--- src/rtl/ifc_pkg.sv ---
package ifc_pkg;

  typedef int unsigned uint_t;

  typedef enum logic [1:0] {
    FS_IDLE = 2'd0,
    FS_REQ  = 2'd1,
    FS_WAIT = 2'd2
  } fill_state_t;

  // Word offset of beat number 'step' of a fill that starts at 'first'.
  function automatic uint_t wrap_add(uint_t first, uint_t step, uint_t words);
    return (first + step) % words;
  endfunction

endpackage

--- src/rtl/ifc_ctrl.sv ---
module ifc_ctrl (
  input  logic clk,
  input  logic rst_n,
  input  logic cfg_enable,
  input  logic cfg_lock,
  input  logic inv_all,
  input  logic idle,
  output logic en_q,
  output logic lock_q,
  output logic hold,
  output logic inv_apply
);

  logic inv_pend_q;
  logic cfg_diff;

  assign cfg_diff  = (cfg_enable != en_q) || (cfg_lock != lock_q);
  assign hold      = cfg_diff || inv_pend_q;
  assign inv_apply = idle && inv_pend_q;

  always_ff @(posedge clk or negedge rst_n) begin
    if (!rst_n) begin
      en_q       <= 1'b0;
      lock_q     <= 1'b0;
      inv_pend_q <= 1'b0;
    end else begin
      if (idle && cfg_diff) begin
        en_q   <= cfg_enable;
        lock_q <= cfg_lock;
      end
      inv_pend_q <= inv_all || (inv_pend_q && !inv_apply);
    end
  end

  // controls never move while a fetch is outstanding
  a_r9_hold_while_busy: assert property (@(posedge clk) disable iff (!rst_n)
    !idle |=> ($stable(en_q) && $stable(lock_q)));

endmodule

--- src/rtl/ifc_store.sv ---
module ifc_store #(
  parameter int SETS       = 16,
  parameter int LINE_WORDS = 4,
  parameter int TAG_W      = 24,
  parameter int DW         = 32,
  localparam int IDX_W     = $clog2(SETS),
  localparam int OFF_W     = $clog2(LINE_WORDS)
) (
  input  logic             clk,
  input  logic             rst_n,
  input  logic [IDX_W-1:0] rd_idx,
  input  logic [OFF_W-1:0] rd_off,
  input  logic [TAG_W-1:0] rd_tag,
  output logic             hit,
  output logic [DW-1:0]    rd_data,
  input  logic             wr_en,
  input  logic [IDX_W-1:0] wr_idx,
  input  logic [OFF_W-1:0] wr_off,
  input  logic [DW-1:0]    wr_data,
  input  logic             set_en,
  input  logic [TAG_W-1:0] set_tag,
  input  logic             clr_all
);

  logic             valid_q [SETS];
  logic [SETS-1:0]  valid_vec;
  logic [TAG_W-1:0] tag_q   [SETS];
  logic [DW-1:0]    data_q  [SETS][LINE_WORDS];

  for (genvar s = 0; s < SETS; s++) begin : g_set
    always_ff @(posedge clk or negedge rst_n) begin
      if (!rst_n)                                  valid_q[s] <= 1'b0;
      else if (clr_all)                            valid_q[s] <= 1'b0;
      else if (set_en && wr_idx == IDX_W'(s))      valid_q[s] <= 1'b1;
    end
    assign valid_vec[s] = valid_q[s];
  end

  always_ff @(posedge clk) begin
    if (set_en) tag_q[wr_idx] <= set_tag;
    if (wr_en)  data_q[wr_idx][wr_off] <= wr_data;
  end

  assign hit     = valid_q[rd_idx] && (tag_q[rd_idx] == rd_tag);
  assign rd_data = data_q[rd_idx][rd_off];

  // a flash clear leaves no valid line behind
  a_r8_flash_clear: assert property (@(posedge clk) disable iff (!rst_n)
    clr_all |=> (valid_vec == '0));

endmodule

--- src/rtl/ifc_miss.sv ---
module ifc_miss
  import ifc_pkg::*;
#(
  parameter int AW         = 32,
  parameter int DW         = 32,
  parameter int SETS       = 16,
  parameter int LINE_WORDS = 4,
  localparam int IDX_W     = $clog2(SETS),
  localparam int OFF_W     = $clog2(LINE_WORDS),
  localparam int TAG_W     = AW - IDX_W - OFF_W - 2
) (
  input  logic             clk,
  input  logic             rst_n,
  input  logic             acc,
  input  logic [AW-1:0]    req_addr,
  input  logic             req_inh,
  input  logic             hit,
  input  logic [DW-1:0]    hit_data,
  input  logic             en_q,
  input  logic             lock_q,
  output logic             idle,
  output logic             cpu_rsp_valid,
  output logic [DW-1:0]    cpu_rsp_data,
  output logic             mem_req_valid,
  input  logic             mem_req_ready,
  output logic [AW-1:0]    mem_req_addr,
  output logic             mem_req_burst,
  output logic             mem_req_inhibit,
  input  logic             mem_rsp_valid,
  input  logic [DW-1:0]    mem_rsp_data,
  output logic             wr_en,
  output logic [IDX_W-1:0] wr_idx,
  output logic [OFF_W-1:0] wr_off,
  output logic [DW-1:0]    wr_data,
  output logic             set_en,
  output logic [TAG_W-1:0] set_tag
);

  localparam logic [OFF_W-1:0] LAST_BEAT = OFF_W'(LINE_WORDS - 1);

  function automatic logic [OFF_W-1:0] off_of(logic [AW-1:0] a);
    return a[2 +: OFF_W];
  endfunction
  function automatic logic [IDX_W-1:0] idx_of(logic [AW-1:0] a);
    return a[2 + OFF_W +: IDX_W];
  endfunction
  function automatic logic [TAG_W-1:0] tag_of(logic [AW-1:0] a);
    return a[AW-1 -: TAG_W];
  endfunction

  fill_state_t      st_q;
  logic [AW-1:0]    a_q;
  logic             inh_q;
  logic             burst_q;
  logic [OFF_W-1:0] cnt_q;
  logic             serve_hit;
  logic             alloc;
  logic             beat;

  assign serve_hit = acc && en_q && !req_inh && hit;
  assign alloc     = en_q && !lock_q && !req_inh;
  assign beat      = (st_q == FS_WAIT) && mem_rsp_valid;
  assign idle      = (st_q == FS_IDLE);

  always_ff @(posedge clk or negedge rst_n) begin
    if (!rst_n) begin
      st_q          <= FS_IDLE;
      a_q           <= '0;
      inh_q         <= 1'b0;
      burst_q       <= 1'b0;
      cnt_q         <= '0;
      cpu_rsp_valid <= 1'b0;
      cpu_rsp_data  <= '0;
    end else begin
      cpu_rsp_valid <= 1'b0;
      unique case (st_q)
        FS_IDLE: begin
          if (serve_hit) begin
            cpu_rsp_valid <= 1'b1;
            cpu_rsp_data  <= hit_data;
          end else if (acc) begin
            st_q    <= FS_REQ;
            a_q     <= req_addr;
            inh_q   <= req_inh;
            burst_q <= alloc;
            cnt_q   <= '0;
          end
        end
        FS_REQ: if (mem_req_ready) st_q <= FS_WAIT;
        FS_WAIT: begin
          if (mem_rsp_valid) begin
            cnt_q <= cnt_q + OFF_W'(1);
            if (cnt_q == '0) begin
              cpu_rsp_valid <= 1'b1;
              cpu_rsp_data  <= mem_rsp_data;
            end
            if (!burst_q || cnt_q == LAST_BEAT) st_q <= FS_IDLE;
          end
        end
        default: st_q <= FS_IDLE;
      endcase
    end
  end

  assign mem_req_valid   = (st_q == FS_REQ);
  assign mem_req_addr    = a_q;
  assign mem_req_burst   = burst_q;
  assign mem_req_inhibit = inh_q;

  assign wr_en   = beat && burst_q;
  assign wr_idx  = idx_of(a_q);
  assign wr_off  = OFF_W'(wrap_add(uint_t'(off_of(a_q)), uint_t'(cnt_q), uint_t'(LINE_WORDS)));
  assign wr_data = mem_rsp_data;
  assign set_en  = wr_en && (cnt_q == LAST_BEAT);
  assign set_tag = tag_of(a_q);

  // a locked cache never allocates
  a_r4_no_alloc_locked: assert property (@(posedge clk) disable iff (!rst_n)
    set_en |-> !lock_q);

  // bursts only for enabled, unlocked, cacheable accesses
  a_r5_burst_only_cacheable: assert property (@(posedge clk) disable iff (!rst_n)
    (mem_req_valid && mem_req_burst) |-> (!mem_req_inhibit && en_q && !lock_q));

  // a hit in the store answers on the next cycle with the stored word
  a_r2_hit_next_cycle: assert property (@(posedge clk) disable iff (!rst_n)
    (acc && hit && en_q && !req_inh) |=> (cpu_rsp_valid && cpu_rsp_data == $past(hit_data)));

endmodule

--- src/rtl/lockable_icache.sv ---
module lockable_icache
  import ifc_pkg::*;
#(
  parameter int AW         = 32,
  parameter int DW         = 32,
  parameter int SETS       = 16,
  parameter int LINE_WORDS = 4
) (
  input  logic          clk,
  input  logic          rst_n,
  input  logic          cfg_enable,
  input  logic          cfg_lock,
  input  logic          inv_all,
  output logic          en_active,
  output logic          lock_active,
  input  logic          cpu_req_valid,
  output logic          cpu_req_ready,
  input  logic [AW-1:0] cpu_req_addr,
  input  logic          cpu_req_inhibit,
  output logic          cpu_rsp_valid,
  output logic [DW-1:0] cpu_rsp_data,
  output logic          mem_req_valid,
  input  logic          mem_req_ready,
  output logic [AW-1:0] mem_req_addr,
  output logic          mem_req_burst,
  output logic          mem_req_inhibit,
  input  logic          mem_rsp_valid,
  input  logic [DW-1:0] mem_rsp_data
);

  localparam int OFF_W = $clog2(LINE_WORDS);
  localparam int IDX_W = $clog2(SETS);
  localparam int TAG_W = AW - IDX_W - OFF_W - 2;

  logic             idle, hold, inv_apply, acc;
  logic             hit;
  logic [DW-1:0]    hit_data;
  logic             wr_en, set_en;
  logic [IDX_W-1:0] wr_idx;
  logic [OFF_W-1:0] wr_off;
  logic [DW-1:0]    wr_data;
  logic [TAG_W-1:0] set_tag;

  assign cpu_req_ready = idle && !hold;
  assign acc           = cpu_req_valid && cpu_req_ready;

  ifc_ctrl u_ctrl (
    .clk, .rst_n, .cfg_enable, .cfg_lock, .inv_all, .idle,
    .en_q(en_active), .lock_q(lock_active), .hold, .inv_apply
  );

  ifc_store #(.SETS(SETS), .LINE_WORDS(LINE_WORDS), .TAG_W(TAG_W), .DW(DW)) u_store (
    .clk, .rst_n,
    .rd_idx (cpu_req_addr[2 + OFF_W +: IDX_W]),
    .rd_off (cpu_req_addr[2 +: OFF_W]),
    .rd_tag (cpu_req_addr[AW-1 -: TAG_W]),
    .hit, .rd_data(hit_data),
    .wr_en, .wr_idx, .wr_off, .wr_data, .set_en, .set_tag,
    .clr_all(inv_apply)
  );

  ifc_miss #(.AW(AW), .DW(DW), .SETS(SETS), .LINE_WORDS(LINE_WORDS)) u_miss (
    .clk, .rst_n, .acc,
    .req_addr(cpu_req_addr), .req_inh(cpu_req_inhibit),
    .hit, .hit_data, .en_q(en_active), .lock_q(lock_active),
    .idle, .cpu_rsp_valid, .cpu_rsp_data,
    .mem_req_valid, .mem_req_ready, .mem_req_addr, .mem_req_burst, .mem_req_inhibit,
    .mem_rsp_valid, .mem_rsp_data,
    .wr_en, .wr_idx, .wr_off, .wr_data, .set_en, .set_tag
  );

  // the request to memory carries the fetch's own inhibit attribute and address
  a_r6_inhibit_passthru: assert property (@(posedge clk) disable iff (!rst_n)
    $rose(mem_req_valid) |-> (mem_req_inhibit == $past(cpu_req_inhibit) &&
                              mem_req_addr == $past(cpu_req_addr)));

  // after acceptance either the hit answers or no second fetch is taken
  a_r10_one_outstanding: assert property (@(posedge clk) disable iff (!rst_n)
    (cpu_req_valid && cpu_req_ready) |=> (cpu_rsp_valid || !cpu_req_ready));

endmodule

--- config.mk ---
export PLATFORM = sky130hd
export DESIGN_NAME = lockable_icache
export DESIGN_NICKNAME = d
export VERILOG_FILES = /design/src/rtl/ifc_pkg.sv /design/src/rtl/ifc_ctrl.sv /design/src/rtl/ifc_store.sv /design/src/rtl/ifc_miss.sv /design/src/rtl/lockable_icache.sv
export SDC_FILE = /design/constraint.sdc
export NUM_CORES = 2
export LEC_CHECK = 0
export ABC_AREA = 1
export BUFFER_PORTS_ARGS = -buffer_cell sky130_fd_sc_hd__buf_2
export CORE_MARGIN = 2
export CORE_UTILIZATION = 37
export CTS_CLUSTER_SIZE = 12
export DETAILED_ROUTE_END_ITERATION = 6
export GPL_TIMING_DRIVEN = 0
export PLACE_DENSITY = 0.53
export SLEW_MARGIN = 20
export SYNTH_ARGS = -nofsm -noshare
export SYNTH_HDL_FRONTEND = slang
export SYNTH_SLANG_ARGS = --single-unit
--- constraint.sdc ---
create_clock -name clk -period 5.3 [get_ports clk]
set_input_delay 1.06 -clock clk [delete_from_list [all_inputs] [get_ports clk]]
set_output_delay 1.06 -clock clk [all_outputs]
set_load 0.005 [all_outputs]
==> out/results.ini <==
[critical_path]
r2r_slack_ns=0.18
crit_slowest_cell=clkbuf_1
crit_type=input port to register
path_cells=buf_2, inv_2, buf_4, buf_2, clkbuf_1, clkbuf_1, nand2_1, nand3_1, nand3_1, nand3_1, nand3_1, nand2_1, nand2_1, nand2_1
crit_required_ns=6.11
reg2reg_depth=13
timing.rr.start=u_miss.st_q[1]$_DFFE_PN0P_
r2r-end=u_store.data_q[11][51]$_DFFE_PP_
critPathTopFamily=buffers and inverters
worstSetupEndpointType=register
start_kind=input port
worstPathArrival_ns=6.10
critPathBufInv=6
worst-path-max-fanout=10
critPathMaxStageDelay_ns=1.08

[timing]
worstMarginPinSlew_ns=1.40
holdWs_ns=0.150
slew_viol_final=0
skew_ns=0.0793
hold_viol_final=0
grt_setup_unrepaired=false
finalSetupViolations=0
fmax_mhz=189
period_share=0.997
relSlewSlack=0.0693
fin_ws_ns=0.0171
finalCriticalPeriod_ns=5.28

[drt]
drt_iter0_markers=14900
firstDrtPassIters=7
wire_per_inst_um=38.0
vias_per_cell=6.22
drcViolationCount=8
drt-total-wl_mm=473
drt.antenna.violating_nets=0
vias=77400

[floorplanning]
core_area_mm2=0.270
die_h_um=525
chipWidth_um=525
start_util=0.371
io_pins=144
num_rows=191
die-area_mm2=0.275

[synthesis]
netlist_area_mm2=0.100
synthCells=8006
ys_types=32
ys.flop_type=edfxtp_1
ys_ff_latch=2522
synth_nets=8082
synth_async_sr_flop_share=0.0357
synth-edff-count=2432
ys_seq_area_frac=0.750
ys_warn_count=0
syn_avg_cell_area_um2=12.5

[placement]
gp_congestion=1.01
placed_cells=11900
dp_hpwl_mm=332
dp_slack_ns=-0.338
io_buffers=139

[cts]
cts.reportedPaths.clkPinSlew_ns=0.07
cts_root_buf=clkbuf_16
clk_path_buf_depth=4
ctsHoldBuffers=0
clock_sinks=2522
cts_buffers=282
clock_latency_ns=0.93
htreeDepth=5
cts_tree=done

[finish]
syn2layout_area_growth_pct=19.8
fin_cells=12400
nets=8734
layout-drive-gt1-share=0.113

[grt]
antenna_found_initial=39
track_usage=0.332
grt_max_degree=66
grt_pass1_wl_mm=623
grt_pass1_vias=70500
gr-total-overflow=0

[power]
internal-power_mw=34.1
p_leak_nw=40.4
sw_frac_of_total=0.268
ir_drop_uv=257
combPwrFrac=0.100
power.switching_mw=12.5
power_density_mw_per_mm2=388
power_frac_seq=0.497
clock_power_share=0.403

[hold_path]
hold_path_class=input port to async pin

[run]
maxCapViolations=0

[status]
outcome=finished with violations
violations=design-rule violations

==> cell type report <==
class / instances / area (um^2)
clock inverters: 114 / 871
well taps: 3570 / 4470
flip-flops and latches: 2522 / 75300
plain buffers: 560 / 2510
multi-input cells: 4789 / 22700
repair buffers: 368 / 6210
inverters: 135 / 507
clock buffers: 374 / 7630
diodes: 16 / 40.0
fillers: 24300 / 150000
==> worst max path at each step <==
stage                                          start                            endpoint  cells after the start
after global routing      u_miss.st_q[1]$_DFFE_PN0P_    u_store.data_q[11][51]$_DFFE_PP_                     13
after detailed placement             cpu_req_addr[6]  u_miss.cpu_rsp_data[6]$_DFFE_PN0P_                     14
after floorplan                        mem_rsp_valid     u_store.data_q[0][64]$_DFFE_PP_                      7
after global placement    u_miss.st_q[1]$_DFFE_PN0P_    u_store.data_q[9][109]$_DFFE_PP_                      9
final                                cpu_req_addr[6]  u_miss.cpu_rsp_data[6]$_DFFE_PN0P_                     14
after CTS                 u_miss.st_q[1]$_DFFE_PN0P_   u_store.data_q[10][108]$_DFFE_PP_                     12
==> flip-flops by register name, summed over array words and instances (netlist names), 2 cells and up <==
signal / cells
u_miss.cnt_q: 2
u_miss.st_q: 2
u_miss.mem_req_addr: 32
u_store.valid_q: 16
u_miss.cpu_rsp_data: 32
u_store.data_q: 2048
u_store.tag_q: 384
==> cell usage after synthesis, drive strengths merged (3+ instances only) <==
| cell type | instances | area share |
|---|---|---|
| a21oi | 7 | 0.00035 |
| buf | 220 | 0.012 |
| clkbuf | 340 | 0.013 |
| dfrtp | 90 | 0.022 |
| edfxtp | 2432 | 0.73 |
| ha | 3 | 0.00037 |
| inv | 134 | 0.0050 |
| nand2 | 1054 | 0.040 |
| nand3 | 676 | 0.034 |
| nor2 | 1293 | 0.048 |
| o211ai | 25 | 0.0019 |
| o21ai | 1183 | 0.059 |
| o221ai | 84 | 0.0073 |
| o22a | 4 | 0.00035 |
| o22ai | 443 | 0.028 |
| o31ai | 3 | 0.00022 |
| or2 | 4 | 0.00025 |
==> layer usage <==
layer  share of wire  track usage  up-vias
met5         0.00013            0        -
met2            0.42        0.481     6512
met4           0.082        0.225        8
li1                -            -    30600
met1            0.36        0.432    39000
met3            0.14       0.0966     1376
==> kinds of logic after synthesis <==
group / Yosys count / synth area share
XOR/XNOR: 4 / 0.000349
adder cells (fa/ha/maj): 3 / 0.000374
flip-flops: 2522 / 0.750
AND/OR/NAND/NOR: 3030 / 0.122
buffers and inverters: 695 / 0.0298
AO/OA/AOI/OAI: 1752 / 0.0970
==> worst reg2reg max path, stage by stage (launching register included) <==
cell	delay, ns
dfrtp_1	0.45
inv_1	0.08
nor2_2	0.46
inv_1	0.55
nor2_1	0.29
inv_1	0.10
nor2_1	0.31
nand3_1	0.59
clkbuf_2	0.57
nor2_4	0.57
buf_16	0.24
buf_16	0.19
buf_16	0.20
buf_16	0.20
==> per-stage QoR <==
| step | total power [mW] | cell area [um^2] | utilization | setup TNS, ns |
|---|---|---|---|---|
| final | 46.6 | 120000 | 0.445 | 0 |
| after global routing | 47.4 | 120000 | 0.445 | 0 |
| after CTS | 46.4 | 120000 | 0.444 | 0 |
| after detailed placement | 28.0 | 112000 | 0.413 | -3.12 |
| after global placement | 27.8 | 105000 | 0.390 | -6131.20 |
| after floorplan | 25.1 | 100000 | - | 0 |
==> power groups by stage <==
stage / combinational (mW) / clock [mW] / sequential (mW)
6_report: 4.66 / 18.8 / 23.2
5_1_grt: 4.75 / 19.5 / 23.2
4_1_cts: 4.45 / 18.8 / 23.2
3_5_place_dp: 4.44 / 0 / 23.6
3_3_place_gp: 4.21 / 0 / 23.6
2_1_floorplan: 1.86 / 0 / 23.3
==> what timing repair did <==
item                       CTS  global route
setup endpoints to repair    0            39
hold endpoints to repair     0             0
resized for setup            0             1
buffers inserted             0             3
==> cells in the final DEF, fill, tap and decap left out, types with 131 or more instances in the layout <==
master / count
edfxtp_1: 2432
nor2_1: 1211
o21ai_0: 1169
nand2_1: 1052
nand3_1: 676
o22ai_1: 443
clkbuf_1: 399
clkbuf_16: 289
buf_2: 250
inv_1: 131
(Power assumes the default switching activity.)
